[config.mk]
export PLATFORM = sky130hd
export DESIGN_NAME = pcie_win_xlate
export DESIGN_NICKNAME = d
export VERILOG_FILES = /design/src/rtl/pcie_win_pkg.sv /design/src/rtl/pcie_win_regs.sv /design/src/rtl/pcie_win_decode.sv /design/src/rtl/pcie_win_ctrl.sv /design/src/rtl/pcie_win_xlate.sv
export SDC_FILE = /design/constraint.sdc
export NUM_CORES = 1
export LEC_CHECK = 0
export ABC_AREA = 0
export BUFFER_PORTS_ARGS = -buffer_cell sky130_fd_sc_hd__buf_2
export CORE_ASPECT_RATIO = 1.4
export CORE_MARGIN = 2
export CORE_UTILIZATION = 44
export CTS_BUF_LIST = sky130_fd_sc_hd__clkbuf_16
export DETAILED_ROUTE_END_ITERATION = 7
export PLACE_DENSITY = 0.84
export RECOVER_POWER = 50
export SLEW_MARGIN = 30
export SYNTH_ARGS = -nofsm -noshare
export SYNTH_HDL_FRONTEND = slang
export SYNTH_HIERARCHICAL = 1
export SYNTH_SLANG_ARGS = --single-unit
[constraint.sdc]
create_clock -name clk -period 2.5 [get_ports clk]
set_input_delay 0.25 -clock clk [delete_from_list [all_inputs] [get_ports clk]]
set_output_delay 0.25 -clock clk [all_outputs]
set_load 0.005 [all_outputs]
[src/rtl/pcie_win_pkg.sv]
// Shared widths, request kinds, descriptor layout and controller states
// for the outbound window translator. Assumes 32-bit addresses and data.
package pcie_win_pkg;
    localparam int AW     = 32;
    localparam int DW     = 32;
    localparam int RID_W  = 16;
    localparam int WIN_AW = 12;   // 4KB configuration and I/O windows
    localparam int LEN_W  = 10;
    localparam int BE_W   = DW / 8;

    typedef enum logic [2:0] {
        REQ_MEM_RD = 3'd0,
        REQ_MEM_WR = 3'd1,
        REQ_IO_RD  = 3'd2,
        REQ_IO_WR  = 3'd3,
        REQ_CFG_RD = 3'd4,
        REQ_CFG_WR = 3'd5
    } req_kind_e;

    typedef struct packed {
        req_kind_e        kind;
        logic [AW-1:0]    addr;
        logic [RID_W-1:0] rid;
        logic [DW-1:0]    data;
    } req_desc_t;

    typedef enum logic [1:0] {
        ST_IDLE  = 2'd0,
        ST_ISSUE = 2'd1,
        ST_WAIT  = 2'd2,
        ST_RESP  = 2'd3
    } xl_state_e;
endpackage

[src/rtl/pcie_win_regs.sv]
// Programming registers: I/O base (upper bits only), target routing
// identifier and bus-master-enable. Read data is combinational and the
// link status is shown read-only. Assumes one register access per cycle.
module pcie_win_regs
    import pcie_win_pkg::*;
(
    input  logic             clk,
    input  logic             rst_n,
    input  logic             r_we,
    input  logic [1:0]       r_idx,
    input  logic [DW-1:0]    r_wdata,
    input  logic             link_up,
    output logic [DW-1:0]    r_rdata,
    output logic [AW-1:WIN_AW] io_base_hi,
    output logic [RID_W-1:0] tgt_rid,
    output logic             bme
);
    localparam logic [1:0] IDX_IOBASE = 2'd0;
    localparam logic [1:0] IDX_TARGET = 2'd1;
    localparam logic [1:0] IDX_CTRL   = 2'd2;

    // Register writes, cleared by reset.
    always_ff @(posedge clk) begin
        if (!rst_n) begin
            io_base_hi <= '0;
            tgt_rid    <= '0;
            bme        <= 1'b0;
        end else if (r_we) begin
            case (r_idx)
                IDX_IOBASE: io_base_hi <= r_wdata[AW-1:WIN_AW];
                IDX_TARGET: tgt_rid    <= r_wdata[RID_W-1:0];
                IDX_CTRL:   bme        <= r_wdata[0];
                default: ;
            endcase
        end
    end

    // Read-back multiplexer.
    always_comb begin
        r_rdata = '0;
        case (r_idx)
            IDX_IOBASE: r_rdata = {io_base_hi, {WIN_AW{1'b0}}};
            IDX_TARGET: r_rdata = {{(DW-RID_W){1'b0}}, tgt_rid};
            IDX_CTRL:   r_rdata = {{(DW-2){1'b0}}, link_up, bme};
            default:    r_rdata = '0;
        endcase
    end
endmodule

[src/rtl/pcie_win_decode.sv]
// Combinational window decoder: classifies a slave access, checks the
// single-beat and alignment rules and builds the outbound descriptor.
// Assumes that the windows do not overlap; if they did, configuration
// would win over I/O, and I/O over memory.
module pcie_win_decode
    import pcie_win_pkg::*;
#(
    parameter logic [AW-1:0] CFG_BASE = 32'h4000_0000,
    parameter logic [AW-1:0] IO_BASE  = 32'h4000_1000,
    parameter logic [AW-1:0] MEM_BASE = 32'h8000_0000,
    parameter int            MEM_AW   = 28
)(
    input  logic               s_write,
    input  logic               s_burst,
    input  logic [AW-1:0]      s_addr,
    input  logic [DW-1:0]      s_wdata,
    input  logic [AW-1:WIN_AW] io_base_hi,
    input  logic [RID_W-1:0]   tgt_rid,
    output logic               acc_ok,
    output logic               acc_needs_link,
    output req_desc_t          acc_desc
);
    logic cfg_hit, io_hit, mem_hit, aligned;

    // Window hit and legality tests.
    always_comb begin
        cfg_hit = (s_addr[AW-1:WIN_AW] == CFG_BASE[AW-1:WIN_AW]);
        io_hit  = (s_addr[AW-1:WIN_AW] == IO_BASE[AW-1:WIN_AW]);
        mem_hit = (s_addr[AW-1:MEM_AW] == MEM_BASE[AW-1:MEM_AW]);
        aligned = (s_addr[1:0] == 2'b00);
        acc_ok  = !s_burst && aligned && (cfg_hit || io_hit || mem_hit);
        acc_needs_link = cfg_hit || io_hit;
    end

    // Descriptor construction with base and identifier substitution.
    always_comb begin
        acc_desc      = '0;
        acc_desc.data = s_write ? s_wdata : '0;
        if (cfg_hit) begin
            acc_desc.kind = s_write ? REQ_CFG_WR : REQ_CFG_RD;
            acc_desc.addr = {{(AW-WIN_AW){1'b0}}, s_addr[WIN_AW-1:0]};
            acc_desc.rid  = tgt_rid;
        end else if (io_hit) begin
            acc_desc.kind = s_write ? REQ_IO_WR : REQ_IO_RD;
            acc_desc.addr = {io_base_hi, s_addr[WIN_AW-1:0]};
        end else begin
            acc_desc.kind = s_write ? REQ_MEM_WR : REQ_MEM_RD;
            acc_desc.addr = s_addr;
        end
    end
endmodule

[src/rtl/pcie_win_ctrl.sv]
// Single-outstanding request controller. It accepts an access, offers
// the latched descriptor once issue is allowed, waits for completion
// data on reads and returns a one-cycle response. It assumes the slave
// master holds its request until s_ready.
module pcie_win_ctrl
    import pcie_win_pkg::*;
(
    input  logic          clk,
    input  logic          rst_n,
    input  logic          s_valid,
    input  logic          acc_ok,
    input  logic          acc_needs_link,
    input  req_desc_t     acc_desc,
    input  logic          bme,
    input  logic          link_up,
    input  logic          d_ready,
    input  logic          c_valid,
    input  logic [DW-1:0] c_data,
    output logic          d_valid,
    output req_desc_t     desc_q,
    output logic          s_ready,
    output logic          s_err,
    output logic [DW-1:0] s_rdata,
    output xl_state_e     state
);
    logic          need_link_q;
    logic          err_q;
    logic [DW-1:0] rdata_q;
    logic          issue_ok;
    logic          is_write;

    // Issue gate: bus mastering always, link only for cfg and I/O.
    always_comb begin
        issue_ok = bme && (!need_link_q || link_up);
        d_valid  = (state == ST_ISSUE) && issue_ok;
        is_write = desc_q.kind[0];
        s_ready  = (state == ST_RESP);
        s_err    = s_ready && err_q;
        s_rdata  = rdata_q;
    end

    // Request sequencing and response capture.
    always_ff @(posedge clk) begin
        if (!rst_n) begin
            state       <= ST_IDLE;
            desc_q      <= '0;
            need_link_q <= 1'b0;
            err_q       <= 1'b0;
            rdata_q     <= '0;
        end else begin
            case (state)
                ST_IDLE: begin
                    if (s_valid) begin
                        rdata_q <= '0;
                        if (acc_ok) begin
                            desc_q      <= acc_desc;
                            need_link_q <= acc_needs_link;
                            err_q       <= 1'b0;
                            state       <= ST_ISSUE;
                        end else begin
                            err_q <= 1'b1;
                            state <= ST_RESP;
                        end
                    end
                end
                ST_ISSUE: begin
                    if (d_valid && d_ready)
                        state <= is_write ? ST_RESP : ST_WAIT;
                end
                ST_WAIT: begin
                    if (c_valid) begin
                        rdata_q <= c_data;
                        state   <= ST_RESP;
                    end
                end
                default: state <= ST_IDLE;
            endcase
        end
    end
endmodule

[src/rtl/pcie_win_xlate.sv]
// Top level of the outbound window translator: register file, window
// decoder and request controller. Descriptor byte enables and length
// are fixed, since only single-dword accesses get through.
module pcie_win_xlate
    import pcie_win_pkg::*;
#(
    parameter logic [31:0] CFG_BASE = 32'h4000_0000,
    parameter logic [31:0] IO_BASE  = 32'h4000_1000,
    parameter logic [31:0] MEM_BASE = 32'h8000_0000,
    parameter int          MEM_AW   = 28
)(
    input  logic        clk,
    input  logic        rst_n,
    input  logic        s_valid,
    input  logic        s_write,
    input  logic        s_burst,
    input  logic [31:0] s_addr,
    input  logic [31:0] s_wdata,
    output logic        s_ready,
    output logic        s_err,
    output logic [31:0] s_rdata,
    input  logic        r_we,
    input  logic [1:0]  r_idx,
    input  logic [31:0] r_wdata,
    output logic [31:0] r_rdata,
    input  logic        link_up,
    output logic        d_valid,
    input  logic        d_ready,
    output logic [2:0]  d_kind,
    output logic [31:0] d_addr,
    output logic [15:0] d_rid,
    output logic [31:0] d_data,
    output logic [3:0]  d_be,
    output logic [9:0]  d_len,
    input  logic        c_valid,
    input  logic [31:0] c_data
);
    logic [AW-1:WIN_AW] io_base_hi;
    logic [RID_W-1:0]   tgt_rid;
    logic               bme;
    logic               acc_ok;
    logic               acc_needs_link;
    req_desc_t          acc_desc;
    req_desc_t          desc_q;
    xl_state_e          state;

    pcie_win_regs u_regs (
        .clk(clk), .rst_n(rst_n), .r_we(r_we), .r_idx(r_idx),
        .r_wdata(r_wdata), .link_up(link_up), .r_rdata(r_rdata),
        .io_base_hi(io_base_hi), .tgt_rid(tgt_rid), .bme(bme)
    );

    pcie_win_decode #(
        .CFG_BASE(CFG_BASE), .IO_BASE(IO_BASE),
        .MEM_BASE(MEM_BASE), .MEM_AW(MEM_AW)
    ) u_decode (
        .s_write(s_write), .s_burst(s_burst), .s_addr(s_addr),
        .s_wdata(s_wdata), .io_base_hi(io_base_hi), .tgt_rid(tgt_rid),
        .acc_ok(acc_ok), .acc_needs_link(acc_needs_link),
        .acc_desc(acc_desc)
    );

    pcie_win_ctrl u_ctrl (
        .clk(clk), .rst_n(rst_n), .s_valid(s_valid), .acc_ok(acc_ok),
        .acc_needs_link(acc_needs_link), .acc_desc(acc_desc),
        .bme(bme), .link_up(link_up), .d_ready(d_ready),
        .c_valid(c_valid), .c_data(c_data), .d_valid(d_valid),
        .desc_q(desc_q), .s_ready(s_ready), .s_err(s_err),
        .s_rdata(s_rdata), .state(state)
    );

    // Descriptor field fan-out.
    always_comb begin
        d_kind = desc_q.kind;
        d_addr = desc_q.addr;
        d_rid  = desc_q.rid;
        d_data = desc_q.data;
        d_be   = {BE_W{1'b1}};
        d_len  = LEN_W'(1);
    end
endmodule

==> results.sh, run 1 <==
export IMPL_status="finished, final reports clean"
export IMPL_diodes=0
export IMPL_startpoint="s_addr[22]"
export IMPL_vias=6212
export IMPL_ant_nets=0
export IMPL_yosys_area_share_adder_pct=0.692
export IMPL_critPathArrivalTime_ns=2.59
export IMPL_syn_cell_area_um2=7240
export IMPL_clockBufferDepth=2
export IMPL_track_usage_pct=20.4
export IMPL_power_density_nw_per_um2=659
export IMPL_grt_max_degree=63
export IMPL_hold_start="r_wdata[24]"
export IMPL_cts_setup_buffers=0
export IMPL_cap_violations=0
export IMPL_relSlewSlack_pct=25.5
export IMPL_required_ns=2.84
export IMPL_leakage_nw=3.81
export IMPL_start_kind="primary input"
export IMPL_synthFlopType="dfxtp_1"
export IMPL_utilization_pct=56.5
export IMPL_finalCritPeriodShare_pct=90.0
export IMPL_timing_rr_end="u_ctrl/s_rdata[5]$_SDFFE_PN0P_"
export IMPL_hold_class="primary input to register"
export IMPL_nNetsFinal=1216
export IMPL_die_area_um2=17500
export IMPL_ys_types=43
export IMPL_critPathKind="primary input to register"
export IMPL_finalMaxSlewViolations=0
export IMPL_floorplan_initialDensity_pct=44.9
export IMPL_worstPathMaxFanout=19
export IMPL_rsz0062_at_grt="false"
export IMPL_wl_per_cell_um=14.4
export IMPL_setup_ws_ns=0.251
export IMPL_dp_cells=1253
export IMPL_io_buffers=288
export IMPL_pin_count=303
export IMPL_routabilityCongestion=0.809
export IMPL_dpl_hpwl_mm=13.7
export IMPL_grt_pass1_vias=5751
export IMPL_design_area_um2=9100
export IMPL_vias_per_cell=4.83
export IMPL_worst_r2r_path_depth=6
export IMPL_setup_tns_ns=0
export IMPL_cts_htree_levels=4
export IMPL_holdPathEnd="u_regs/io_base_hi[24]$_SDFFE_PN0P_"
export IMPL_drt_pass1_iter_count=6
export IMPL_yosysMostFrequentCell="nand2_1"
export IMPL_area_growth_syn_to_layout_pct=25.7
export IMPL_ys_seq_area_share_pct=43.2
export IMPL_insertion_delay_ns=0.42
export IMPL_synthArstFlopShare_pct=0
export IMPL_wirelength_mm=18.6
export IMPL_cts_buffers=17
export IMPL_drt_iter0_drc=320
export IMPL_yosysTopAreaCell="dfxtp_1"
export IMPL_synth_edf_count=0
export IMPL_chipWidth_um=112
export IMPL_grt_antenna_before_repair=0
export IMPL_synth_compound_area_share_pct=17.6
export IMPL_r2r_slack_ns=0.59
export IMPL_synth_seq_cells=156
export IMPL_fin_hold_ws_ns=0.0669
export IMPL_hold_violations=0
export IMPL_clkSinkCount=156
export IMPL_clk_pin_slew_ns=0.06
export IMPL_dp_slack_ns=-0.263
export IMPL_hold_buffers=0
export IMPL_yosysWarnings=6
export IMPL_synth_area_mux_share_pct=5.67
export IMPL_finalCriticalPeriod_ns=2.25
export IMPL_post_dp_cell_area_um2=8640
export IMPL_grt_ovfl_total=0
export IMPL_final_layout_size_suffix_gt1_share_pct=27.7
export IMPL_r2r_start="u_ctrl/state[0]$_SDFFE_PN0P_"
export IMPL_die_y_um=156
export IMPL_drc_errors=0
export IMPL_synth_cells=824
export IMPL_hold_depth=3
export IMPL_max_freq_ghz=0.445
export IMPL_total_power_mw=6.00
export IMPL_setup_violations=0
export IMPL_finalNonFillerCells=1285
export IMPL_grt_pass1_wl_mm=28.8
export IMPL_finClkSkew_ns=0.00659
export IMPL_cts_tree="yes"
export IMPL_cts_root_buf="clkbuf_16"
export IMPL_end_kind="register"
export IMPL_cts_resized=0
export IMPL_synth_top_family_by_area="simple AND/OR/NAND/NOR gates"
export IMPL_syn_area_per_cell_um2=8.78
export IMPL_synth_top_area_share_pct=43.2
export IMPL_core_um2=16100
export IMPL_peakVddDrop_v=0.000403
export IMPL_worstMarginPinSlew_ns=1.12
export IMPL_synth_area_top_cells="dfxtp_1, nand2_1, and2_1, mux2i_1, a21boi_1"
export IMPL_yosys_area_share_simple_pct=24.6
export IMPL_synth_xor_area_share_pct=0
export IMPL_rows=55
export IMPL_synth_common_cells="nand2_1, dfxtp_1, and2_1, a21boi_1"
[final cells by class]
cell class	count	area (um2)
Timing Repair Buffer	307	1520
Fill cell	1459	7010
Sequential cell	156	3120
Clock buffer	17	425
Inverter	7	26.3
Multi-Input combinational cell	584	3610
Clock inverter	15	146
Tap cell	199	249
[routing by layer]
layer	part of all wire (%)	wire length, um	global-route usage (%)
met1	42	7720	24.1
met2	50	9330	35.7
met3	5.4	997	4.78
met4	2.8	518	8.19
met5	0	0	0
[critical path, cell delays in order]
cell	delay [ns]
buf_2	0.10
or4_4	0.55
nor4_4	0.31
nand3_1	0.21
a2111oi_4	0.36
and3_2	0.31
buf_4	0.26
nand2_1	0.07
a21boi_0	0.16
[kinds of logic after synthesis]
kind of cell    count (synthesis)
flops                         156
simple gates                  376
mux                            41
compound gates                149
other cells                     2
buf+inv                        96
fa+ha+maj                       4
[state kept, by name, summed over array words and instances, names as in the netlist]
signal,cells
u_ctrl/desc_q,83
u_ctrl/state,2
u_regs/tgt_rid,16
u_regs/io_base_hi,20
u_ctrl/err_q,1
u_regs/bme,1
u_ctrl/need_link_q,1
u_ctrl/s_rdata,32
[worst max-delay path by stage]
stage | cells past startpoint | slack, ns | end
after detailed placement | 9 | -0.26 | u_ctrl/desc_q[59]$_SDFFE_PN0P_
after global routing | 9 | 0.04 | u_ctrl/desc_q[49]$_SDFFE_PN0P_
after CTS | 9 | 0.19 | u_ctrl/desc_q[59]$_SDFFE_PN0P_
after floorplan | 10 | 0.12 | u_ctrl/desc_q[78]$_SDFFE_PN0P_
after global placement | 9 | -0.13 | u_ctrl/desc_q[59]$_SDFFE_PN0P_
final | 9 | 0.25 | u_ctrl/desc_q[59]$_SDFFE_PN0P_
[power breakdown]
part | switching [mW] | internal (mW)
Clock | 1.05 | 1.46
Sequential | 0.0580 | 2.57
Combinational | 0.494 | 0.367
[placed cells by master, fill, tap and decap left out, types with 2 or more instances in the layout]
cell        count
dfxtp_1       156
a21boi_1       50
and3_1          2
o41ai_1         2
inv_1           7
clkinv_2        3
clkbuf_1       75
o211ai_1        2
buf_12          3
inv_6           3
a22o_1          2
mux2i_1        41
a21oi_1         3
nor2b_1        34
clkbuf_2        3
a31oi_1         2
nand2_1       238
and2_1         76
clkbuf_16      17
a21o_1         18
a22oi_1         2
ha_1            4
bufinv_16       2
clkinvlp_4      5
clkinv_1        2
a22oi_2        30
a21boi_0       34
nor2_1          7
nand3_1         2
nand2b_1        3
buf_2         214
conb_1         14
buf_4          12
Power figures use the tool's default switching activity.
==> run 2, diff against run 1 <==
- CORE_UTILIZATION: 44 -> 42
- PLACE_DENSITY: 0.84 -> 0.83
- SYNTH_HIERARCHICAL: 1 -> unset
==> run 2 against run 1 <==
Against the previous run:
- the flow now finishes with violations (capacitance limit, slew limit)
- non-clock buffer count is 4 lower
- critical endpoint is now u_ctrl.desc_q[37]$_SDFFE_PN0P_
- combinational power is 13% lower
- final cell count is 6.8% lower
- largest power group unchanged
- final area is 6.1% lower
- synthesized cell count is 12% lower
- clock-buffer cell count stayed put
==> results.sh, run 2 <==
export IMPL_die_area_um2=16700
export IMPL_cts_buffers=17
export IMPL_yosys_area_share_adder_pct=0.763
export IMPL_io_buffers=288
export IMPL_violations="capacitance limit, slew limit"
export IMPL_yosys_area_share_simple_pct=19.8
export IMPL_yosysWarnings=0
export IMPL_hold_violations=0
export IMPL_synth_xor_area_share_pct=0
export IMPL_nNetsFinal=1131
export IMPL_layout_commonest_cell="buf_2"
export IMPL_leakage_nw=3.52
export IMPL_synth_common_cells="dfxtp_1, nand2_1, mux2i_1, clkbuf_1"
export IMPL_rows=54
export IMPL_cap_violations=1
export IMPL_end_kind="register"
export IMPL_pwr_share_clk_pct=43.2
export IMPL_use_met2_pct=40.2
export IMPL_p_switching_mw=1.59
export IMPL_vias_per_cell=5.11
export IMPL_combPwrFrac_pct=12.6
export IMPL_fillers=1455
export IMPL_cts_root_buf="clkbuf_16"
export IMPL_area_growth_syn_to_layout_pct=30.1
export IMPL_cts_setup_buffers=0
export IMPL_clkSinkCount=156
export IMPL_grt_pass1_vias=5842
export IMPL_relSlewSlack_pct=-12.8
export IMPL_floorplan_initialDensity_pct=42.4
export IMPL_wirelength_mm=19.4
export IMPL_cts_tree="yes"
export IMPL_dpl_hpwl_mm=14.6
export IMPL_post_dp_cell_area_um2=8060
export IMPL_critPathArrivalTime_ns=2.49
export IMPL_regMostFlops="u_ctrl.desc_q"
export IMPL_largest_reg_flops=83
export IMPL_grt_ovfl_total=0
export IMPL_synthFlopType="dfxtp_1"
export IMPL_synth_area_mux_share_pct=7.47
export IMPL_power_density_nw_per_um2=697
export IMPL_synth_area_top_cells="dfxtp_1, nand2_1, mux2i_1, a22oi_1, and2_1"
export IMPL_drt_pass1_iter_count=6
export IMPL_hold_buffers=0
export IMPL_start_kind="register"
export IMPL_ys_seq_area_share_pct=47.6
export IMPL_clk_pin_slew_ns=0.07
export IMPL_synthArstFlopShare_pct=0
export IMPL_setup_tns_ns=0
export IMPL_worstPathMaxFanout=23
export IMPL_pwr_share_seq_pct=44.2
export IMPL_synth_top_family_by_area="simple AND/OR/NAND/NOR gates"
export IMPL_wl_per_cell_um=16.2
export IMPL_grtUsageMet1_pct=23.8
export IMPL_max_freq_ghz=0.460
export IMPL_finalCritPeriodShare_pct=87.0
export IMPL_status="complete, but fails checks"
export IMPL_rsz0062_at_grt="false"
export IMPL_setup_violations=0
export IMPL_finalMaxSlewViolations=39
export IMPL_pin_count=303
export IMPL_drt_iter0_drc=521
export IMPL_cts_htree_levels=4
export IMPL_vias=6117
export IMPL_grt_pass1_wl_mm=29.4
export IMPL_design_area_um2=8540
export IMPL_ys_types=48
export IMPL_critPathKind="register to register"
export IMPL_clockBufferDepth=2
export IMPL_layout_common_cells="buf_2, dfxtp_1, nand2_1"
export IMPL_yosysTopAreaCell="dfxtp_1"
export IMPL_cts_resized=0
export IMPL_hold_class="primary input to register"
export IMPL_finalCriticalPeriod_ns=2.18
export IMPL_routabilityCongestion=0.823
export IMPL_die_y_um=152
export IMPL_busiest_layer="met2"
export IMPL_syn_cell_area_um2=6560
export IMPL_synth_cells=729
export IMPL_synth_edf_count=0
export IMPL_synth_seq_cells=156
export IMPL_drc_errors=0
export IMPL_final_layout_size_suffix_gt1_share_pct=26.9
export IMPL_synth_compound_area_share_pct=17.3
export IMPL_peakVddDrop_v=0.000436
export IMPL_track_usage_pct=22.8
export IMPL_synth_top_area_share_pct=47.6
export IMPL_p_int_mw=4.36
export IMPL_core_um2=15500
export IMPL_worstMarginPinSlew_ns=1.69
export IMPL_ant_nets=0
export IMPL_required_ns=2.81
export IMPL_chipWidth_um=110
export IMPL_grt_max_degree=87
export IMPL_yosysMostFrequentCell="dfxtp_1"
export IMPL_insertion_delay_ns=0.42
export IMPL_syn_area_per_cell_um2=9.00
export IMPL_switching_share_pct=26.7
export IMPL_grt_antenna_before_repair=2
export IMPL_finClkSkew_ns=0.00865
export IMPL_grt_use_met3_pct=7.94
## run 2: cell count changes after synthesis, sizes merged, moves of 16 or more
| cell | previous run | this run |
|---|---|---|
| a22o | 2 | 18 |
| a21o | 18 | 1 |
| clkbuf | 29 | 45 |
| nand3 | 3 | 37 |
| buf | 60 | 30 |
| nor2b | 34 | 2 |
| a21boi | 84 | 0 |
| and2 | 76 | 33 |
| nand2 | 238 | 135 |
| a41oi | 0 | 16 |
| a21oi | 3 | 40 |
| o211a | 0 | 17 |
| nor2 | 7 | 40 |
## run 2: worst paths after layout
check                                                     from                                  to  cells after the start  slack (ns)
worst max register to register    u_ctrl.state[1]$_SDFFE_PN0P_      u_ctrl.desc_q[37]$_SDFFE_PN0P_                      6        0.32
worst min register to register  u_ctrl.desc_q[31]$_SDFFE_PN0P_      u_ctrl.desc_q[31]$_SDFFE_PN0P_                      2        0.45
worst max-delay path              u_ctrl.state[1]$_SDFFE_PN0P_      u_ctrl.desc_q[37]$_SDFFE_PN0P_                      6        0.32
worst min-delay path                               r_wdata[22]  u_regs.io_base_hi[22]$_SDFFE_PN0P_                      3        0.06
## run 2: layout make-up
type / count / area (um2) / area share, %
clock buffer: 17 / 425 / 4.98
sequential: 156 / 3120 / 36.6
antenna: 1 / 2.50 / 0.0293
tap: 196 / 245 / 2.87
clock inverter: 14 / 160 / 1.88
inverter: 20 / 75.1 / 0.879
multi-input combinational: 490 / 3030 / 35.5
timing repair buffer: 303 / 1480 / 17.3
## run 2: power by group through the flow
stage          clock network, mW  registers, mW  logic (mW)
6_report                    2.57           2.63       0.752
5_1_grt                     2.74           2.64       0.848
3_5_place_dp                   0           2.68       0.762
2_1_floorplan                  0           2.68       0.474
4_1_cts                     2.64           2.63       0.763
3_3_place_gp                   0           2.68       0.751
## run 2: cell families (layout without fill, tap and decap cells)
logic type,count (synthesis),in the layout
adders and majority gates,4,4
DFF,156,156
AOI/OAI and AO/OA,153,153
and+or+nand+nor,270,270
other,2,15
buffers and inverters,95,354
muxes,49,49
## run 2: per-stage QoR
step	cells	total power, mW	utilization [%]	hold slack (ns)	setup WS (ns)
final	1197	5.96	55.2	0.0574	0.324
after global routing	1197	6.22	55.2	0.0487	0.179
after CTS	1196	6.03	55.9	0.0408	0.330
after detailed placement	1165	3.44	52.1	0.443	0.332
after global placement	1165	3.43	52.1	0.429	0.436
after floorplan	741	3.15	-	0.386	0.638
## run 2: critical path, stage by stage (launching register included)
cell,delay [ns]
dfxtp_1,0.35
inv_1,0.09
ha_1,0.21
and2_1,0.28
nand4_4,0.30
o211a_2,0.53
a22o_1,0.30
## run 2: layer usage
metal  routed length (um)  vias up
met1                 7290     2768
met4                  624        2
met3                 1740       41
met2                 9740      285
li1                     -     3021
met5                   13        -
